--- src/rtl/adc_sfi_pkg.sv ---
package adc_sfi_pkg;
  localparam int CFG_W     = 16;
  localparam int RES_W     = 14;
  localparam int TAIL_EDGE = CFG_W + RES_W;
  localparam int CNT_W     = $clog2(TAIL_EDGE + 1);
  localparam int SYNC_STAGES = 2;
  typedef enum logic [1:0] {
    IDX_CS   = 2'd0,
    IDX_SCLK = 2'd1,
    IDX_SDI  = 2'd2
  } pin_idx_e;
endpackage

--- src/rtl/sfi_pin_sync.sv ---
module sfi_pin_sync
  import adc_sfi_pkg::*;
#(
  parameter int STAGES = SYNC_STAGES
) (
  input  logic clk,
  input  logic rst_n,
  input  logic cs_n,
  input  logic sclk,
  input  logic sdi,
  output logic cs_fall,
  output logic cs_rise,
  output logic sclk_fall,
  output logic sdi_s
);
  localparam logic [2:0] IDLE_LVL = 3'b001;

  logic [2:0] stg_q [STAGES];
  logic [2:0] prev_q;
  logic [2:0] cur;

  always_ff @(posedge clk or negedge rst_n) begin
    if (!rst_n) begin
      for (int i = 0; i < STAGES; i++) stg_q[i] <= IDLE_LVL;
      prev_q <= IDLE_LVL;
    end else begin
      stg_q[0] <= {sdi, sclk, cs_n};
      for (int i = 1; i < STAGES; i++) stg_q[i] <= stg_q[i-1];
      prev_q <= stg_q[STAGES-1];
    end
  end

  assign cur       = stg_q[STAGES-1];
  assign cs_fall   = prev_q[IDX_CS] & ~cur[IDX_CS];
  assign cs_rise   = ~prev_q[IDX_CS] & cur[IDX_CS];
  assign sclk_fall = prev_q[IDX_SCLK] & ~cur[IDX_SCLK];
  assign sdi_s     = cur[IDX_SDI];
endmodule

--- src/rtl/sfi_conv_timer.sv ---
module sfi_conv_timer #(
  parameter int OSC_DIV    = 4,
  parameter int CONV_TICKS = 30
) (
  input  logic clk,
  input  logic rst_n,
  input  logic start,
  output logic done
);
  localparam int TCK_W = $clog2(CONV_TICKS + 1);

  logic             run_q;
  logic             osc_tick;
  logic [TCK_W-1:0] ticks_q;

  generate
    if (OSC_DIV <= 1) begin : g_nodiv
      assign osc_tick = run_q;
    end else begin : g_div
      localparam int DIV_W = $clog2(OSC_DIV);
      logic [DIV_W-1:0] div_q;
      always_ff @(posedge clk or negedge rst_n) begin
        if (!rst_n)          div_q <= '0;
        else if (start)      div_q <= '0;
        else if (run_q)      div_q <= (div_q == DIV_W'(OSC_DIV - 1)) ? '0 : div_q + 1'b1;
      end
      assign osc_tick = run_q && (div_q == DIV_W'(OSC_DIV - 1));
    end
  endgenerate

  always_ff @(posedge clk or negedge rst_n) begin
    if (!rst_n) begin
      run_q   <= 1'b0;
      ticks_q <= '0;
    end else if (start) begin
      run_q   <= 1'b1;
      ticks_q <= '0;
    end else if (osc_tick && !done) begin
      ticks_q <= ticks_q + 1'b1;
    end
  end

  assign done = run_q && (ticks_q == TCK_W'(CONV_TICKS));

  a_r10_done_holds: assert property (@(posedge clk) disable iff (!rst_n)
    (done && !start) |=> done);
  a_r10_start_clears: assert property (@(posedge clk) disable iff (!rst_n)
    start |=> !done);
endmodule

--- src/rtl/sfi_frame_engine.sv ---
module sfi_frame_engine
  import adc_sfi_pkg::*;
(
  input  logic             clk,
  input  logic             rst_n,
  input  logic             start,
  input  logic             stop,
  input  logic             sclk_fall,
  input  logic             sdi,
  input  logic [RES_W-1:0] result,
  output logic [CFG_W-1:0] word_in,
  output logic             word_full,
  output logic             handover,
  output logic             sdo,
  output logic             sdo_oe
);
  logic             act_q;
  logic [CNT_W-1:0] cnt_q;
  logic [CFG_W-1:0] in_sreg;
  logic [RES_W-1:0] out_sreg;
  logic             sdo_q, oe_q;
  logic             step;

  assign step     = act_q && sclk_fall;
  assign handover = step && (cnt_q == CNT_W'(CFG_W - 1));

  always_ff @(posedge clk or negedge rst_n) begin
    if (!rst_n) begin
      act_q    <= 1'b0;
      cnt_q    <= '0;
      in_sreg  <= '0;
      out_sreg <= '0;
      sdo_q    <= 1'b0;
      oe_q     <= 1'b0;
    end else if (start) begin
      act_q    <= 1'b1;
      cnt_q    <= '0;
      out_sreg <= '0;
      sdo_q    <= 1'b0;
      oe_q     <= 1'b1;
    end else if (stop) begin
      act_q <= 1'b0;
      sdo_q <= 1'b0;
      oe_q  <= 1'b0;
    end else if (step) begin
      if (cnt_q < CNT_W'(CFG_W)) in_sreg <= {in_sreg[CFG_W-2:0], sdi};
      if (cnt_q != CNT_W'(TAIL_EDGE)) cnt_q <= cnt_q + 1'b1;
      if (handover) begin
        sdo_q    <= result[RES_W-1];
        out_sreg <= {result[RES_W-2:0], 1'b0};
      end else if (cnt_q >= CNT_W'(CFG_W)) begin
        sdo_q    <= out_sreg[RES_W-1];
        out_sreg <= {out_sreg[RES_W-2:0], 1'b0};
      end
    end
  end

  assign word_in   = in_sreg;
  assign word_full = cnt_q >= CNT_W'(CFG_W);
  assign sdo       = sdo_q;
  assign sdo_oe    = oe_q;

  a_r2_low_before_handover: assert property (@(posedge clk) disable iff (!rst_n)
    (oe_q && cnt_q < CNT_W'(CFG_W)) |-> !sdo_q);
  a_r6_tail_zero: assert property (@(posedge clk) disable iff (!rst_n)
    (act_q && cnt_q == CNT_W'(TAIL_EDGE)) |-> !sdo_q);
  a_r7_sdi_ignored: assert property (@(posedge clk) disable iff (!rst_n)
    (act_q && cnt_q >= CNT_W'(CFG_W) && !start) |=> $stable(in_sreg));
  a_r8_release: assert property (@(posedge clk) disable iff (!rst_n)
    stop |=> !oe_q);
endmodule

--- src/rtl/adc_serial_port.sv ---
module adc_serial_port
  import adc_sfi_pkg::*;
#(
  parameter int NCH        = 8,
  parameter int OSC_DIV    = 4,
  parameter int CONV_TICKS = 30,
  localparam int CH_W      = (NCH > 1) ? $clog2(NCH) : 1
) (
  input  logic                 clk,
  input  logic                 rst_n,
  input  logic                 cs_n,
  input  logic                 sclk,
  input  logic                 sdi,
  input  logic [NCH*RES_W-1:0] chan_results,
  output logic                 sdo,
  output logic                 sdo_oe,
  output logic [CFG_W-1:0]     cfg_word,
  output logic [CH_W-1:0]      conv_chan,
  output logic                 conv_late_err,
  output logic                 frame_invalid
);
  logic             cs_fall, cs_rise, sclk_fall, sdi_s;
  logic             conv_done;
  logic [CFG_W-1:0] word_in;
  logic             word_full, handover;
  logic [CFG_W-1:0] cfg_q;
  logic [CH_W-1:0]  next_ch, chan_q;
  logic [RES_W-1:0] picked, sample_q;
  logic             err_q, inval_q;

  sfi_pin_sync u_sync (
    .clk(clk), .rst_n(rst_n), .cs_n(cs_n), .sclk(sclk), .sdi(sdi),
    .cs_fall(cs_fall), .cs_rise(cs_rise), .sclk_fall(sclk_fall), .sdi_s(sdi_s)
  );

  sfi_conv_timer #(.OSC_DIV(OSC_DIV), .CONV_TICKS(CONV_TICKS)) u_timer (
    .clk(clk), .rst_n(rst_n), .start(cs_fall), .done(conv_done)
  );

  sfi_frame_engine u_frame (
    .clk(clk), .rst_n(rst_n), .start(cs_fall), .stop(cs_rise),
    .sclk_fall(sclk_fall), .sdi(sdi_s), .result(sample_q),
    .word_in(word_in), .word_full(word_full), .handover(handover),
    .sdo(sdo), .sdo_oe(sdo_oe)
  );

  assign next_ch = (int'(cfg_q[CH_W-1:0]) < NCH) ? cfg_q[CH_W-1:0] : '0;
  assign picked  = chan_results[next_ch*RES_W +: RES_W];

  always_ff @(posedge clk or negedge rst_n) begin
    if (!rst_n) begin
      cfg_q    <= '0;
      chan_q   <= '0;
      sample_q <= '0;
      err_q    <= 1'b0;
      inval_q  <= 1'b0;
    end else begin
      if (cs_fall) begin
        chan_q   <= next_ch;
        sample_q <= picked;
        inval_q  <= 1'b0;
      end
      if (cs_rise && word_full) cfg_q <= word_in;
      if (handover && !conv_done) begin
        err_q   <= 1'b1;
        inval_q <= 1'b1;
      end
    end
  end

  assign cfg_word      = cfg_q;
  assign conv_chan     = chan_q;
  assign conv_late_err = err_q;
  assign frame_invalid = inval_q;

  a_r10_err_sticky: assert property (@(posedge clk) disable iff (!rst_n)
    err_q |=> err_q);
  a_r9_commit_full_only: assert property (@(posedge clk) disable iff (!rst_n)
    !$stable(cfg_q) |-> $past(cs_rise && word_full));
  a_r11_sample_held: assert property (@(posedge clk) disable iff (!rst_n)
    !cs_fall |=> $stable(sample_q));
endmodule

--- config.mk ---
export PLATFORM = sky130hd
export DESIGN_NAME = adc_serial_port
export DESIGN_NICKNAME = d
export VERILOG_FILES = /design/src/rtl/adc_sfi_pkg.sv /design/src/rtl/sfi_pin_sync.sv /design/src/rtl/sfi_conv_timer.sv /design/src/rtl/sfi_frame_engine.sv /design/src/rtl/adc_serial_port.sv
export SDC_FILE = /design/constraint.sdc
export NUM_CORES = 1
export LEC_CHECK = 0
export BUFFER_PORTS_ARGS = -buffer_cell sky130_fd_sc_hd__buf_2
export CORE_ASPECT_RATIO = 0.7
export CORE_MARGIN = 1.5
export CORE_UTILIZATION = 51
export CTS_CLUSTER_SIZE = 25
export DETAILED_ROUTE_END_ITERATION = 16
export GPL_ROUTABILITY_DRIVEN = 0
export PLACE_DENSITY = 0.76
export SLEW_MARGIN = 20
export SYNTH_ARGS = -nofsm -noshare
export SYNTH_HDL_FRONTEND = slang
export SYNTH_HIERARCHICAL = 1
export SYNTH_SLANG_ARGS = --single-unit
--- constraint.sdc ---
create_clock -name clk -period 2.3 [get_ports clk]
set_input_delay 0.23 -clock clk [delete_from_list [all_inputs] [get_ports clk]]
set_output_delay 0.23 -clock clk [all_outputs]
set_load 0.05 [all_outputs]
# Yosys cells after proc, flatten, opt, wreduce, memory -nomap -nowiden
# Cells that the tools add are included.
totals:
  reg_bits: 88
  latch_bits: 0
  ram_bits: 0
  romBits: 0
  inputBits: 117
  out_inout_bits: 23
  n_memories: 0
classes:
  addsub: 3
  multipliers: 1
  div_mod_pow: 0
  n_lt_le_gt_ge: 2
  eq_ne: 5
  shift: 1
  muxes: 23
  bitwise: 8
  reduce_logical: 21
ops:
  columns: ["cell", "n"]
  rows:
  - ["indexed part select 112 x 8 -> 14 bit", 1]
  - ["two-way mux 14 bit", 5]
  - ["two-way mux 5 bit", 6]
  - ["nonzero test 2 bit", 6]
  - ["adder 5 x 1 -> 5 bit (second input constant)", 2]
  - ["two-way mux 1 bit", 9]
  - ["logical AND 1 bit", 7]
  - ["multiplier 3 x 3 -> 6 bit (second input constant)", 1]
  - ["two-way mux 2 bit", 3]
  - ["AND reduction 3 bit", 2]
  - ["nonzero test 3 bit", 2]
  - ["equality test 5 x 4 -> 1 bit (second input constant)", 1]
  - ["equality test 5 bit (second input constant)", 1]
  - ["greater-or-equal comparator 5 bit (second input constant)", 1]
  - ["less-than comparator 5 bit (second input constant)", 1]
  - ["inequality test 5 bit (second input constant)", 1]
  - ["NOT 1 bit", 5]
  - ["AND reduction 4 bit", 1]
  - ["nonzero test 4 bit", 1]
  - ["AND 1 bit", 3]
  - ["adder 2 x 1 -> 2 bit (second input constant)", 1]
  - ["equality test 2 bit (second input constant)", 1]
  - ["inequality test 2 bit (second input constant)", 1]
  - ["AND reduction 2 bit", 1]
  - ["zero test 1 bit", 1]

# Longest topological paths before layout
depth:
  word_depth: 8
  depth_mapped: 8

# By module
# Netlist, hierarchy kept.
modules_own_cells:
  columns: ["module", "n_inst", "cells_per_inst", "area_each_um2", "seq_area_each_um2"]
  rows:
  - ["adc_serial_port", 1, 146, 2049.5, 875.8]
  - ["sfi_frame_engine", 1, 142, 1691.6, 900.9]
  - ["sfi_conv_timer", 1, 42, 444.2, 200.2]
  - ["sfi_pin_sync", 1, 11, 225.2, 203.9]

# Worst setup path after synthesis
# OpenSTA, ideal clock, no wires.
synth_timing:
  path_kind: "reg-to-reg"
  start: "reg cfg_q[1] (netlist: cfg_word[1])"
  end: "reg sample_q[10]"
  arrival_time_ps: 1843
  path_slack_ps: 331
  path_stages_with_launch: 5
  path_buffers: 2
  synth_period_minus_slack_ps: 1969
  cell_sequence: "dfrtp_1 > buf_2 > clkbuf_1 > mux4_2 > a221o_1"
synth_via:
  elab_chain_len: 2
synth_lines:
  columns: ["element", "line_no", "text"]
  rows:
  - ["start, declared", "adc_serial_port.sv:26", "logic [CFG_W-1:0] cfg_q;"]
  - ["start signal, assigned", "adc_serial_port.sv:63", "if (cs_rise && word_full) cfg_q <= word_in;"]
  - ["multiplier 3 x 3 -> 6 bit", "adc_serial_port.sv:48", "assign picked = chan_results[next_ch*RES_W +: RES_W];"]
  - ["indexed part select 112 x 8 -> 14 bit", "adc_serial_port.sv:48", null]
  - ["end signal, assigned", "adc_serial_port.sv:60", "sample_q <= picked;"]
  - ["end, declared", "adc_serial_port.sv:28", "logic [RES_W-1:0] picked, sample_q;"]
# Every way passes these cells.
# A chain may end at the register's enable or synchronous reset.

# Worst setup path in the final report
layout_timing:
  start: "reg u_frame.cnt_q[0]"
  end: "reg u_frame.sdo_q (netlist: u_frame/sdo)"
layout_via:
  elab_chain_len: 6
  elab_cells_between_ends: 9
layout_lines:
  columns: ["element", "line_no", "text"]
  rows:
  - ["start, declared", "sfi_frame_engine.sv:18", "logic [CNT_W-1:0] cnt_q;"]
  - ["start signal, assigned", "sfi_frame_engine.sv:47", "if (cnt_q != CNT_W'(TAIL_EDGE)) cnt_q <= cnt_q + 1'b1;"]
  - ["equality test 5 x 4 -> 1 bit", "sfi_frame_engine.sv:25", "assign handover = step && (cnt_q == CNT_W'(CFG_W - 1));"]
  - ["logical AND 1 bit", "sfi_frame_engine.sv:25", null]
  - ["two-way mux 1 bit", "sfi_frame_engine.sv:48", "if (handover) begin"]
  - ["two-way mux 1 bit", "sfi_frame_engine.sv:45", "end else if (step) begin"]
  - ["two-way mux 1 bit", "sfi_frame_engine.sv:41", "end else if (stop) begin"]
  - ["two-way mux 1 bit", "sfi_frame_engine.sv:35", "end else if (start) begin"]
  - ["end signal, assigned", "sfi_frame_engine.sv:49", "sdo_q <= result[RES_W-1];"]
  - ["end signal, assigned", "sfi_frame_engine.sv:52", "sdo_q <= out_sreg[RES_W-1];"]
  - ["end, declared", "sfi_frame_engine.sv:21", "logic sdo_q, oe_q;"]
# Several ways; a longest one is shown, not always the timed one. The select of a mux whose other input is x is not followed.

==> impl_metrics.tcl <==
set metrics [dict create \
    slowest_stage "or2_2" \
    cp.required_ns 2.54 \
    post-route-period-util_pct 88.0 \
    path_delay_family "simple AND/OR/NAND/NOR gates" \
    antennaDiodeCount 0 \
    ant_nets 0 \
    num_vias 3428 \
    grt_max_degree 50 \
    rsz0062_at_grt "false" \
    setup_viol 0 \
    track_usage_pct 25.0 \
    clock_path_buffers 2 \
    maxCapViolations 0 \
    cts_tree "built" \
    yosys_register_bits 87 \
    critPathKind "reg -> reg" \
    synth_area_per_cell_um2 12.9 \
    coreArea_mm2 0.00841 \
    drc 0 \
    critical_path.cell_chain "ha_1 > and3_1 > ha_1 > or2_2 > and4_1 > nor4_1" \
    yosysUniqueCellTypes 46 \
    cts.sinks 87 \
    final_nets 602 \
    dr.pass1.iters 4 \
    synth_seq_area_share_pct 49.4 \
    tns_ns 0 \
    portBuffers 139 \
    cts-root-buf "clkbuf_16" \
    dp_cells 568 \
    fill_cells 627 \
    cts_inserted_buffers 9 \
    relSlewSlack_pct 58.4 \
    rows 28 \
    mostFrequentLayoutCells "buf_2 (138), dfrtp_1 (83), mux2i_1 (30)" \
    cts_max_level 3 \
    syn_nets 465 \
    cpPeakStageDelay_ns 0.45 \
    drtIter0Drc 272 \
    status "finished, final reports clean" \
    critPathArrivalTime_ns 2.26 \
    fin_worst_skew_ns 0.0110 \
    synthesis.area_mm2 0.00441 \
    yosys_warnings 6 \
    crit_path_max_fanout 15 \
    hold_path.class "in -> reg" \
    die_h_um 80.8 \
    power_leakage_nw 2.72 \
    drive_gt1_share_pct 46.4 \
    overflow 0 \
    grt_pass1_vias 3354 \
    hold_violations 0 \
    stdcell_count 588 \
    peakVddDrop_uv 540 \
    fin_crit_ns 2.02 \
    synthCells 341 \
    design_power_total_mw 5.30 \
    clk_latency_ns 0.34 \
    maxSlewViolCount 0 \
    crit_top_cell "ha_1" \
    start_util_pct 52.5 \
    cp-end-kind "register" \
    syn_to_final_growth_pct 25.8 \
    post_drt_wl_per_cell_um 18.6 \
    grt_antenna_before_repair 0 \
    fmax_mhz 494 \
    worstMarginPinSlew_ns 0.624 \
    drt-vias-per-instance 5.83 \
    grt_first_pass_wirelength_um 17300 \
    path_buf_inv 0 \
    die_w_um 114 \
    wirelength_um 10900 \
    path_clk_slew_ns 0.06 \
    p_per_area_mw_per_mm2 955 \
    num_io_pins 140 \
    hold_slack_ns 0.322 \
    cp-start-kind "register" \
    final_common_cell "buf_2" \
    hpwlAfterDp_um 8040 \
    dieArea_mm2 0.00922 \
]
kinds of logic after synthesis:
family                     synth area share (%)
xor gates and xnor gates                  0.199
adders and majority gates                  1.99
muxes                                      24.3
DFF                                        49.4
AOI/OAI and AO/OA                          13.2
buffers and inverters                      4.45
and+or+nand+nor                            6.41
final cells by class:
class / count / area [um2] / area share (%)
multi-input combinational: 217 / 2040 / 36.7
inverter: 10 / 37.5 / 0.676
timing repair buffer: 153 / 838 / 15.1
clock inverter: 7 / 100 / 1.80
tap: 105 / 131 / 2.37
sequential: 87 / 2180 / 39.3
clock buffer: 9 / 225 / 4.06
sequential cells by signal, indices dropped and copies added, names as in the netlist, 3 cells and up:
name / cells
u_frame/word_in: 16
u_sync/cur: 3
u_timer/ticks_q: 5
sample_q: 14
conv_chan: 3
cfg_word: 16
u_frame/out_sreg: 13
u_frame/cnt_q: 5
u_sync/stg_q: 3
Yosys cell counts (all sizes together):
| cell | n | share of area [%] |
|---|---|---|
| nor3 | 1 | 0.11 |
| a221o | 14 | 3.2 |
| dfstp | 3 | 1.8 |
| or2 | 2 | 0.28 |
| o41ai | 2 | 0.40 |
| mux2i | 30 | 6.8 |
| inv | 10 | 0.85 |
| and3 | 2 | 0.28 |
| nor2 | 9 | 0.77 |
| o22ai | 26 | 3.7 |
| a311oi | 1 | 0.20 |
| nand3b | 3 | 0.51 |
| and3b | 1 | 0.20 |
| nand4 | 1 | 0.14 |
| or3 | 3 | 0.43 |
| xnor2 | 1 | 0.20 |
| a211oi | 12 | 2.0 |
| o311ai | 1 | 0.20 |
| and2b | 1 | 0.20 |
| a21oi | 18 | 2.0 |
| buf | 13 | 2.4 |
| nor4 | 1 | 0.14 |
| ha | 7 | 2.0 |
| nor4bb | 1 | 0.23 |
| mux4 | 14 | 7.3 |
| o21ai | 6 | 0.68 |
| nand3 | 5 | 0.85 |
| a221oi | 1 | 0.20 |
| and2 | 1 | 0.14 |
| nor2b | 3 | 0.43 |
| clkbuf | 14 | 1.2 |
| dfrtp | 84 | 48 |
| o31ai | 2 | 0.34 |
| and4 | 4 | 0.85 |
| mux2 | 36 | 10 |
| nand2b | 3 | 0.43 |
| nand2 | 3 | 0.43 |
| a31oi | 2 | 0.28 |
per-layer routing:
layer	vias to the layer above	track usage, %	wire length, um	part of all wire, %
met5	-	0	0	0
met4	0	8.63	170	1.6
met3	16	7.39	819	7.5
met2	157	38.0	5000	46
met1	1670	34.6	4930	45
li1	1585	-	-	-
per-stage QoR:
stage | area [um2] | util, % | setup WS (ns)
global placement | 5180 | 61.7 | 0.356
finish | 5550 | 66.0 | 0.277
floorplan | 4410 | - | 0.331
global route | 5550 | 66.0 | 0.146
detailed placement | 5180 | 61.7 | 0.302
CTS | 5550 | 66.0 | 0.273
report_power, final:
group          internal, mW  leakage [nW]  total, mW  switching (mW)
logic                 0.814          1.42       1.68           0.870
registers              1.81          1.14       2.03           0.220
clock network         0.964         0.161       1.58           0.620
total                  3.59          2.72       5.30            1.71
tightest hold or removal path, stage by stage:
cell and delay [ns]:
buf_2 0.08, mux2i_1 0.05, o22ai_1 0.14, a221o_1 0.12
path summary, 6_finish.rpt:
check	from	slack, ns	end	cells past startpoint
setup reg to reg	u_frame/cnt_q[0]	0.28	u_frame/sdo	6
hold / removal	chan_results[99]	0.32	sample_q[1]	4
hold reg to reg	u_sync/stg_q[3]	0.36	u_sync/cur[0]	0
min in group asynchronous	rst_n	0.46	u_timer/ticks_q[2]	2
max in group asynchronous	rst_n	1.16	u_sync/stg_q[3]	3
setup / recovery	u_frame/cnt_q[0]	0.28	u_frame/sdo	6
what timing repair did:
action,4_1_cts,5_1_grt
resized for setup,0,0
hold buffers,4,0
hold endpoints to repair,49,0
setup buffers,0,0
Note: power is estimated with default switching activity, not from simulation.
